--- src/rtl/capture_channel.sv ---
module capture_channel #(
  parameter int PS_LO = 4,
  parameter int PS_HI = 16
) (
  input  logic        clk,
  input  logic        rst_n,
  input  logic [15:0] timer_val,
  input  logic        cap_pin,
  input  logic [1:0]  bus_addr,
  input  logic        bus_wr,
  input  logic        bus_rd,
  input  logic [7:0]  bus_wdata,
  output logic [7:0]  bus_rdata,
  output logic [15:0] period_out,
  output logic        irq
);
  localparam int PW = $clog2(PS_HI);

  logic [1:0]    sel_q;
  logic          ie_q, pmode_q, flag_q, slave_q, master_q, full_q, lo_seen, hi_seen;
  logic [2:0]    sync_q;
  logic [PW-1:0] pre_q;
  logic [15:0]   cap_q, per_q;
  logic          qual;

  wire rise    = sync_q[1] & ~sync_q[2];
  wire fall    = ~sync_q[1] & sync_q[2];
  wire ctl_wr  = bus_wr && bus_addr == 2'd0;
  wire lo_rd   = bus_rd && bus_addr == 2'd1 && !pmode_q;
  wire hi_rd   = bus_rd && bus_addr == 2'd2 && !pmode_q;
  wire [PW-1:0] pre_lim = (sel_q == 2'd2) ? PW'(PS_LO - 1) : PW'(PS_HI - 1);
  wire pre_hit = pre_q == pre_lim;

  always_comb begin
    case (sel_q)
      2'd0:    qual = fall;
      2'd1:    qual = rise;
      default: qual = rise && pre_hit;
    endcase
  end

  wire edge_ok = qual && !pmode_q;
  wire done    = (lo_seen | lo_rd) & (hi_seen | hi_rd);
  wire take    = edge_ok && (!full_q || done);
  wire blocked = edge_ok && full_q && !done;

  always_ff @(posedge clk or negedge rst_n) begin
    if (!rst_n) begin
      sync_q   <= '0;
      pre_q    <= '0;
      sel_q    <= '0;
      ie_q     <= 1'b0;
      pmode_q  <= 1'b0;
      flag_q   <= 1'b0;
      slave_q  <= 1'b0;
      master_q <= 1'b0;
      full_q   <= 1'b0;
      lo_seen  <= 1'b0;
      hi_seen  <= 1'b0;
    end else begin
      sync_q <= {sync_q[1], sync_q[0], cap_pin};
      if (ctl_wr)
        pre_q <= '0;
      else if (sel_q[1] && rise)
        pre_q <= pre_hit ? '0 : pre_q + 1'b1;
      if (ctl_wr)
        {pmode_q, ie_q, sel_q} <= bus_wdata[3:0];
      if (take)
        flag_q <= 1'b1;
      else if (ctl_wr)
        flag_q <= bus_wdata[5];
      if (done) begin
        slave_q  <= master_q;
        master_q <= 1'b0;
        full_q   <= 1'b0;
        lo_seen  <= 1'b0;
        hi_seen  <= 1'b0;
      end else begin
        lo_seen <= lo_seen | lo_rd;
        hi_seen <= hi_seen | hi_rd;
      end
      if (take)    full_q   <= 1'b1;
      if (blocked) master_q <= 1'b1;
    end
  end

  always_ff @(posedge clk) begin
    if (take) cap_q <= timer_val;
    if (bus_wr && pmode_q && bus_addr == 2'd1) per_q[7:0]  <= bus_wdata;
    if (bus_wr && pmode_q && bus_addr == 2'd2) per_q[15:8] <= bus_wdata;
  end

  always_comb begin
    bus_rdata = 8'h00;
    if (bus_rd)
      case (bus_addr)
        2'd0: bus_rdata = {2'b00, flag_q, slave_q, pmode_q, ie_q, sel_q};
        2'd1: bus_rdata = pmode_q ? per_q[7:0]  : cap_q[7:0];
        2'd2: bus_rdata = pmode_q ? per_q[15:8] : cap_q[15:8];
        default: bus_rdata = 8'h00;
      endcase
  end

  assign period_out = per_q;
  assign irq        = flag_q & ie_q;

  a_r1_capture_value: assert property (@(posedge clk) disable iff (!rst_n)
    take |=> (cap_q == $past(timer_val)) && full_q);
  a_r2_keep_unread: assert property (@(posedge clk) disable iff (!rst_n)
    (full_q && !done) |=> cap_q == $past(cap_q));
  a_r2_overflow_set: assert property (@(posedge clk) disable iff (!rst_n)
    blocked |=> master_q);
  a_r4_transfer: assert property (@(posedge clk) disable iff (!rst_n)
    done |=> (slave_q == $past(master_q)) && !master_q);
  a_r6_flag_on_capture: assert property (@(posedge clk) disable iff (!rst_n)
    take |=> flag_q);
  a_r9_accept_after_done: assert property (@(posedge clk) disable iff (!rst_n)
    (done && edge_ok) |=> full_q && !master_q);
  a_r8_no_capture_in_period: assert property (@(posedge clk) disable iff (!rst_n)
    pmode_q |=> cap_q == $past(cap_q));
endmodule

--- config.mk ---
export PLATFORM = sky130hd
export DESIGN_NAME = capture_channel
export DESIGN_NICKNAME = d
export VERILOG_FILES = /design/src/rtl/capture_channel.sv
export SDC_FILE = /design/constraint.sdc
export NUM_CORES = 1
export LEC_CHECK = 0
export ABC_AREA = 1
export ABC_CLOCK_PERIOD_IN_PS = 3000
export BUFFER_PORTS_ARGS = -buffer_cell sky130_fd_sc_hd__buf_2
export CORE_ASPECT_RATIO = 0.75
export CORE_UTILIZATION = 55
export CTS_CLUSTER_DIAMETER = 60
export DETAILED_ROUTE_END_ITERATION = 10
export GPL_ROUTABILITY_DRIVEN = 0
export PLACE_DENSITY = 0.83
export SLEW_MARGIN = 20
export SYNTH_ARGS = -nofsm -noshare
export SYNTH_HDL_FRONTEND = slang
export SYNTH_SLANG_ARGS = --single-unit
export TNS_END_PERCENT = 5
--- constraint.sdc ---
create_clock -name clk -period 3 [get_ports clk]
set_clock_uncertainty 0.05 [all_clocks]
set_input_delay 0.6 -clock clk [delete_from_list [all_inputs] [get_ports clk]]
set_output_delay 0.6 -clock clk [all_outputs]
set_load 0.05 [all_outputs]
# After elaboration in Yosys (flattened, before gate mapping)

Cells that the tools add are included.

Register bits after elaboration: 49

Equal/unequal tests: 5
Multiplexer cells: 16
Reduce and logical (&&, ||, !) cells: 24
Add/sub/neg operators: 1
Bitwise gates (word level): 8

Operators with widths:

| cell                                                            | count |
|---|---|
| 8-bit two-way mux                                               | 3 |
| 8-bit one-hot mux with 3 select lines                           | 1 |
| 4-bit two-way mux                                               | 4 |
| 1-bit logical AND                                               | 14 |
| 2-bit nonzero test                                              | 4 |
| 1-bit two-way mux                                               | 7 |
| 4-bit by 1-bit adder with 4-bit output, second input constant   | 1 |
| 1-bit AND                                                       | 4 |
| 2-bit by 1-bit == test with 1-bit output, second input constant | 2 |
| 2-bit == test, second input constant                            | 2 |
| 4-bit == test                                                   | 1 |
| 2-bit logical NOT                                               | 2 |
| 1-bit logical NOT                                               | 3 |
| 1-bit inverter                                                  | 2 |
| 1-bit OR                                                        | 2 |
| 1-bit one-hot mux with 2 select lines                           | 1 |
| 1-bit logical OR                                                | 1 |

# Logic depth before layout (Yosys ltp)

Gate-level depths: netlist of the first run.

Depth after elaboration: 9
Depth in mapped cells: 9
Gate-level depth less buffers: 9

# Worst setup path before layout of the first run

No wires, ideal clock.

Path kind: input port to output port
Start point: input port bus_addr[1]
End point: output port bus_rdata[3]
Setup slack: 0.567 ns
Arrival: 1.783 ns
Stages on the path: 5
Cell sequence: nor2_2 > inv_1 > o21ai_1 > o21ai_1 > a21oi_1

Cells in the longest elaborated chain, start to end: 3
Elaborated cells on any way between the ends: 5
Those cells by class: 2 x eq/ne; 2 x mux; 1 x reduce/logical

RTL lines:

| what                                        | line | source |
|---|---|---|
| start, declared                             | 9    | `input logic [1:0] bus_addr,` |
| 2-bit == test, or another cell as far along | 96   | `case (bus_addr)` |
| 8-bit one-hot mux with 3 select lines *     | 96   |  |
| 8-bit two-way mux *                         | 95   | `if (bus_rd)` |
| end, declared                               | 13   | `output logic [7:0] bus_rdata,` |

Every way passes the cells marked *; elsewhere a longest branch is shown, timed or not.

# Final worst setup path of the first run

Start point: register pmode_q
End point: output port bus_rdata[0]

Cells in the longest elaborated chain, start to end: 3
Elaborated cells on any way between the ends: 4
Those cells by class: 4 x mux

RTL lines:

| what                                        | line   | source |
|---|---|---|
| start, declared                             | 20     | `logic ie_q, pmode_q, flag_q, slave_q, master_q, full_q, lo_seen, hi_seen;` |
| start signal, assigned                      | 67     | `{pmode_q, ie_q, sel_q} <= bus_wdata[3:0];` |
| 8-bit two-way mux, on equally long branches | 99, 98 |  |
| 8-bit one-hot mux with 3 select lines *     | 96     |  |
| 8-bit two-way mux *                         | 95     |  |

Marks and branches as above.

==> results of run 1 <==
final timing paths:
| check | slack (ns) | start | cells past startpoint | to |
|---|---|---|---|---|
| worst min-delay path | 0.15 | rst_n | 1 | ie_q$_DFFE_PN0P_ |
| min in group clk | 0.30 | sync_q[0]$_DFF_PN0_ | 0 | sync_q[1]$_DFF_PN0_ |
| worst min register to register | 0.30 | sync_q[0]$_DFF_PN0_ | 0 | sync_q[1]$_DFF_PN0_ |
| worst max-delay path | 0.17 | pmode_q$_DFFE_PN0P_ | 8 | bus_rdata[0] |
| max in group asynchronous | 2.47 | rst_n | 1 | pre_q[3]$_DFFE_PN0P_ |
| worst max register to register | 1.07 | pmode_q$_DFFE_PN0P_ | 3 | period_out[10]$_DFFE_PP_ |
area by class of cell:
| class | count | area share |
|---|---|---|
| clock buffer | 5 | 0.0262 |
| clock inverter | 3 | 0.0248 |
| inverter | 23 | 0.0329 |
| multi-input combinational | 127 | 0.247 |
| sequential | 49 | 0.528 |
| tap | 52 | 0.0248 |
| timing repair buffer | 59 | 0.116 |
state kept, by name (all words and copies together) (netlist names):
signal and flops:
cap_q 16, period_out 16, pre_q 4, sync_q 3
sel_q 2, flag_q 1, full_q 1, hi_seen 1
ie_q 1, lo_seen 1, master_q 1, pmode_q 1
slave_q 1
critical path, cell delays in order, from the launching register on:
cell and delay (ns):
dfrtp_1 0.75, inv_2 0.32, nor2_1 0.19, nor2_1 0.05, o21ai_0 0.10, o211ai_1 0.14, nand2_1 0.09, inv_1 0.04
buf_2 0.20
per-stage QoR:
| stage | total power [mW] | hold slack (ns) | cell area (um^2) |
|---|---|---|---|
| finish | 1.74 | 0.153 | 2620 |
| CTS | 1.75 | 0.159 | 2620 |
| global route | 1.82 | 0.173 | 2620 |
| detailed placement | 1.21 | 0.285 | 2490 |
| global placement | 1.20 | 0.282 | 2490 |
| floorplan | 1.12 | 0.254 | 2160 |
kinds of logic after synthesis:
| family | synth area share |
|---|---|
| AND/OR/NAND/NOR | 0.182 |
| multiplexers | 0.00695 |
| flip-flops | 0.642 |
| buffers and inverters | 0.0580 |
| XOR/XNOR | 0.00812 |
| AO/OA/AOI/OAI | 0.0968 |
| adder cells (fa/ha/maj) | 0.00580 |
power by group:
group	total [mW]	internal (mW)	leakage (nW)	switching [mW]
Combinational	0.344	0.114	0.669	0.230
Clock	0.542	0.331	0.0681	0.212
Sequential	0.851	0.795	0.499	0.0567
cells in the final DEF (no fill, tap or decap):
cell type	n
xor2_1	2
nand3_4	1
inv_2	5
buf_2	55
nand2_1	32
o21ai_0	10
nand2_2	3
nand3_1	6
nor2_1	34
inv_1	18
a21oi_1	9
buf_4	4
edfxtp_1	32
ha_1	1
bufinv_16	2
o21ai_1	12
nor2_2	2
clkbuf_8	5
mux2_4	1
o211ai_1	5
clkinv_2	1
dfrtp_1	17
a22o_1	1
nand2_4	4
nor3_1	2
a21boi_1	1
nor2_4	1
routing by layer:
metal	wire length, um	vias to the layer above	GRT usage
met2	1920	74	0.344
met4	102	0	0.0970
met3	397	11	0.0646
li1	-	800	-
met1	2060	741	0.338
met5	0	-	0
==> results.md, run 1 <==
* Vias per cell at 5.11
* Post-CTS Setup Repair Bufs at 0
* Crit path kind: reg -> out
* Crit path required time at 2.35 ns
* CP endpoint kind: primary output
* Area grow syn2layout at 21.6%
* Final layout net count at 297
* Clk buf depth at 2
* H-tree levels at 2
* Die X at 74.3 um
* Yosys cell types at 25
* Tcrit/Tclk final at 0.943
* Total Wirelength at 4.48 mm
* CTS sink count at 49
* Max transition margin at 0.588
* Yosys reg bits at 49
* CTS tree: built
* Clock Tree Root: clkbuf_8
* Multi-input gate area at 647 um^2
* Gate Count Post-Synth at 204
* Peak supply drop at 0.000393 V
* FP Rows at 19
* Routed wire per std cell at 14.1 um
* Max Freq at 0.354 GHz
* Cts bufs inserted at 5
* Initial antenna violation count at 0
* Cell area after synthesis at 2160 um^2
* Placed cells at 310
* CP Max Fanout at 22
* Largest net degree at the start of global routing at 23
* Yosys warns at 0
* Top-area cell type share of the netlist area at 0.445
* Fillers at 268
* CTS hold repair buffers at 0
* # resized after CTS at 0
* DIE HEIGHT at 56.3 um
* First-pass GRT wire length at 7.05 mm
* Worst Max-Slew Pin Slew at 0.618 ns
* Share of flip-flops with an asynchronous set or reset at 0.347
* Die Area at 4180 um^2
* Finished Core Util at 0.707
* Reg area at 1390 um^2
* Clock latency on the worst-skew pair at 0.30 ns
* Vias in the first global route at 1483
* Slew Viols, Final at 0
* Leading area contributor after synthesis: edfxtp_1
* ANT cells at 0
* Max Cap Viol at 0
* Most numerous cell in the Yosys netlist: nor2_1
* CP Data Arrival Time at 2.18 ns
* DRT iter0 DRCs at 100
* Drt drc at 0
* Number of port buffers at 55
* Tmin final at 2.83 ns
* Hold Vio Cnt, Final at 0
* Detail Route Antenna Nets at 0
* Starting Density at 0.582
* Setup WS post-layout at 0.171 ns
* Core Region at 3710 um^2
* Pwr dens at 662 nW/um^2
* HP Class: in -> async
* Final Non-Filler Cells at 318
* Number of synthesized flops with an enable pin at 32
* 1st-pass router iterations at 4
* Synth area leaders: edfxtp_1, dfrtp_1, nor2_1
* Status: completed
* Sequential-to-total area share from yosys stat at 0.642
* Syn Nets at 236
* Setup tns final at 0 ns
* # setup viols final at 0
* Startpoint Class: register
* Most frequent cells after synthesis: nor2_1, edfxtp_1, nand2_1, inv_1, dfrtp_1
* Mean Syn Cell Area at 10.6 um^2
* Grt ovf at 0
* # IOs at 56
* RSZ-0062 raised after global routing: false
* Total Routing Usage GR at 0.236
* Ys flop type: edfxtp_1
* Layout cells sized above 1 at 0.316
* Leakage power at 1.24 nW
* Post-DP HPWL at 3.29 mm
* Pre-CTS WS at 0.563 ns
* DR vias at 1626
* Clock-pin slew on the worst setup and hold paths at 0.08 ns
Power figures use the tool's default switching activity.
==> run 2, diff against run 1 <==
- CORE_UTILIZATION: 55 -> 30
- PLACE_DENSITY: 0.83 -> not set
==> run 2 against run 1 <==
  * Wire length up 9.1%
  * Die area up 80%
  * Clock power down 30%
  * Maximum frequency up 1.8%
  * Count of clock-buffer cells in the layout up 2
  * Critical endpoint unchanged
  * Sequential share of layout area up 0.15 points
  * Global-route usage down 9.4 points
  * Sequential cell count unchanged
  * First-iteration DRC count up 17%
  * Via count down 0.74%
  * Largest cell class unchanged
==> results.md, run 2 (synthesized netlist as in run 1, its figures left out) <==
* Status: completed
* CTS hold repair buffers at 0
* 1st-pass router iterations at 5
* WP buf/inv at 3
* Final Non-Filler Cells at 362
* Commonest non-fill, non-tap cells in the layout: buf_2, nor2_1, nand2_1, edfxtp_1, inv_1
* Worst Max-Slew Pin Slew at 0.622 ns
* Fillers at 713
* Tcrit/Tclk final at 0.926
* Hold Vio Cnt, Final at 0
* Critical Path Slowest Stage Cell: dfrtp_1
* H-tree levels at 2
* CP endpoint kind: primary output
* Largest net degree at the start of global routing at 23
* Total power at 1.57 mW
* Grt ovf at 0
* Clock-pin slew on the worst setup and hold paths at 0.09 ns
* Worst Setup SP: pmode_q$_DFFE_PN0P_
* # IOs at 56
* Stages on worst setup path at 8
* Final layout net count at 295
* Placed cells at 354
* Detail Route Antenna Nets at 0
* Routed wire per std cell at 13.5 um
* Crit path kind: reg -> out
* Layout cells sized above 1 at 0.303
* Startpoint Class: register
* Flop2flop setup slack at 1.07 ns
* DR vias at 1614
* Most common cell after layout, fill and taps aside: buf_2
* Cts bufs inserted at 5
* Peak supply drop at 0.000245 V
* CP Data Arrival Time at 2.13 ns
* Reg2reg path depth at 7
* HP Class: in -> async
* Clk buf depth at 2
* Crit path required time at 2.35 ns
* CP endpoint: bus_rdata[0]
* Vias in the first global route at 1550
* Setup tns final at 0 ns
* CTS tree: built
* Core Region at 6900 um^2
* CP Cell Sequence: inv_2 -> nor2_1 -> nor2_1 -> o21ai_0 -> o211ai_1 -> nand2_1 -> inv_1 -> buf_2
* Post-CTS Setup Repair Bufs at 0
* Number of port buffers at 55
* Post-DP HPWL at 3.64 mm
* # resized after CTS at 0
* Initial antenna violation count at 0
* Max transition margin at 0.585
* Max Cap Viol at 0
* R2r endpoint: cap_q[9]$_DFFE_PP_
* DRT iter0 DRCs at 117
* Area grow syn2layout at 21.2%
* Most frequent CP cell: nor2_1
* FP Rows at 26
* First-pass GRT wire length at 7.86 mm
* # setup viols final at 0
* Total Routing Usage GR at 0.143
* CP Max Fanout at 22
* Die X at 99.9 um
* Slew Viols, Final at 0
* Critical path's top delay family: flip-flops
* Clock Tree Root: clkbuf_8
* Tmin final at 2.78 ns
* DIE HEIGHT at 75.5 um
* Drt drc at 0
* Max Freq at 0.360 GHz
* Pwr dens at 600 nW/um^2
* Multi-input gate area at 647 um^2
* ANT cells at 0
* Reg2reg start: pmode_q$_DFFE_PN0P_
* Clock latency on the worst-skew pair at 0.30 ns
* RSZ-0062 raised after global routing: false
* Reg area at 1390 um^2
* CTS sink count at 49
* Starting Density at 0.313
* Leakage power at 1.20 nW
* Vias per cell at 4.46
* Die Area at 7540 um^2
* Total Wirelength at 4.89 mm
* CP max stage delay at 0.75 ns
run 2: cell types whose count changed in the layout (fill, tap and decap cells not counted), sizes merged:
cell | previous run | this run
clkinv | 1 | 0
buf | 59 | 57
bufinv | 2 | 0
clkinvlp | 0 | 1
clkbuf | 5 | 7
run 2: final cells by class:
type | count | area share
well taps | 98 | 0.0469
clock inverters | 1 | 0.00287
clock buffers | 7 | 0.0292
multi-input cells | 127 | 0.247
repair buffers | 57 | 0.111
flip-flops and latches | 49 | 0.530
inverters | 23 | 0.0330
run 2: worst min path at each step:
| stage | startpoint | endpoint | depth (start not counted) |
|---|---|---|---|
| after detailed placement | sync_q[0]$_DFF_PN0_ | sync_q[1]$_DFF_PN0_ | 0 |
| after global placement | sync_q[0]$_DFF_PN0_ | sync_q[1]$_DFF_PN0_ | 0 |
| after global routing | rst_n | pre_q[0]$_DFFE_PN0P_ | 1 |
| after floorplan | rst_n | flag_q$_DFFE_PN0P_ | 0 |
| final | rst_n | master_q$_DFFE_PN0P_ | 1 |
| after CTS | rst_n | pre_q[0]$_DFFE_PN0P_ | 1 |
run 2: stage by stage:
| stage | hold slack, ns | worst slack, ns | utilization | cell area [um^2] |
|---|---|---|---|---|
| 3_3_place_gp | 0.286 | 0.626 | 0.367 | 2530 |
| 3_5_place_dp | 0.286 | 0.561 | 0.367 | 2530 |
| 5_1_grt | 0.180 | 0.0386 | 0.379 | 2620 |
| 4_1_cts | 0.176 | 0.235 | 0.379 | 2620 |
| 2_1_floorplan | 0.254 | 0.567 | - | 2160 |
| 6_report | 0.166 | 0.223 | 0.379 | 2620 |
run 2: per-layer routing:
| metal | part of all wire | track usage | wire, um |
|---|---|---|---|
| met5 | 0 | 0 | 0 |
| met2 | 0.41 | 0.207 | 2020 |
| met1 | 0.50 | 0.201 | 2450 |
| met4 | 0.0098 | 0.0490 | 48 |
| met3 | 0.075 | 0.0477 | 369 |
run 2: report_power, final:
part           switching [mW]  total (mW)  leakage (nW)  internal, mW
logic                   0.231       0.343         0.659         0.113
clock network           0.212       0.377        0.0385         0.165
registers              0.0542       0.849         0.499         0.795
total                   0.497        1.57          1.20          1.07
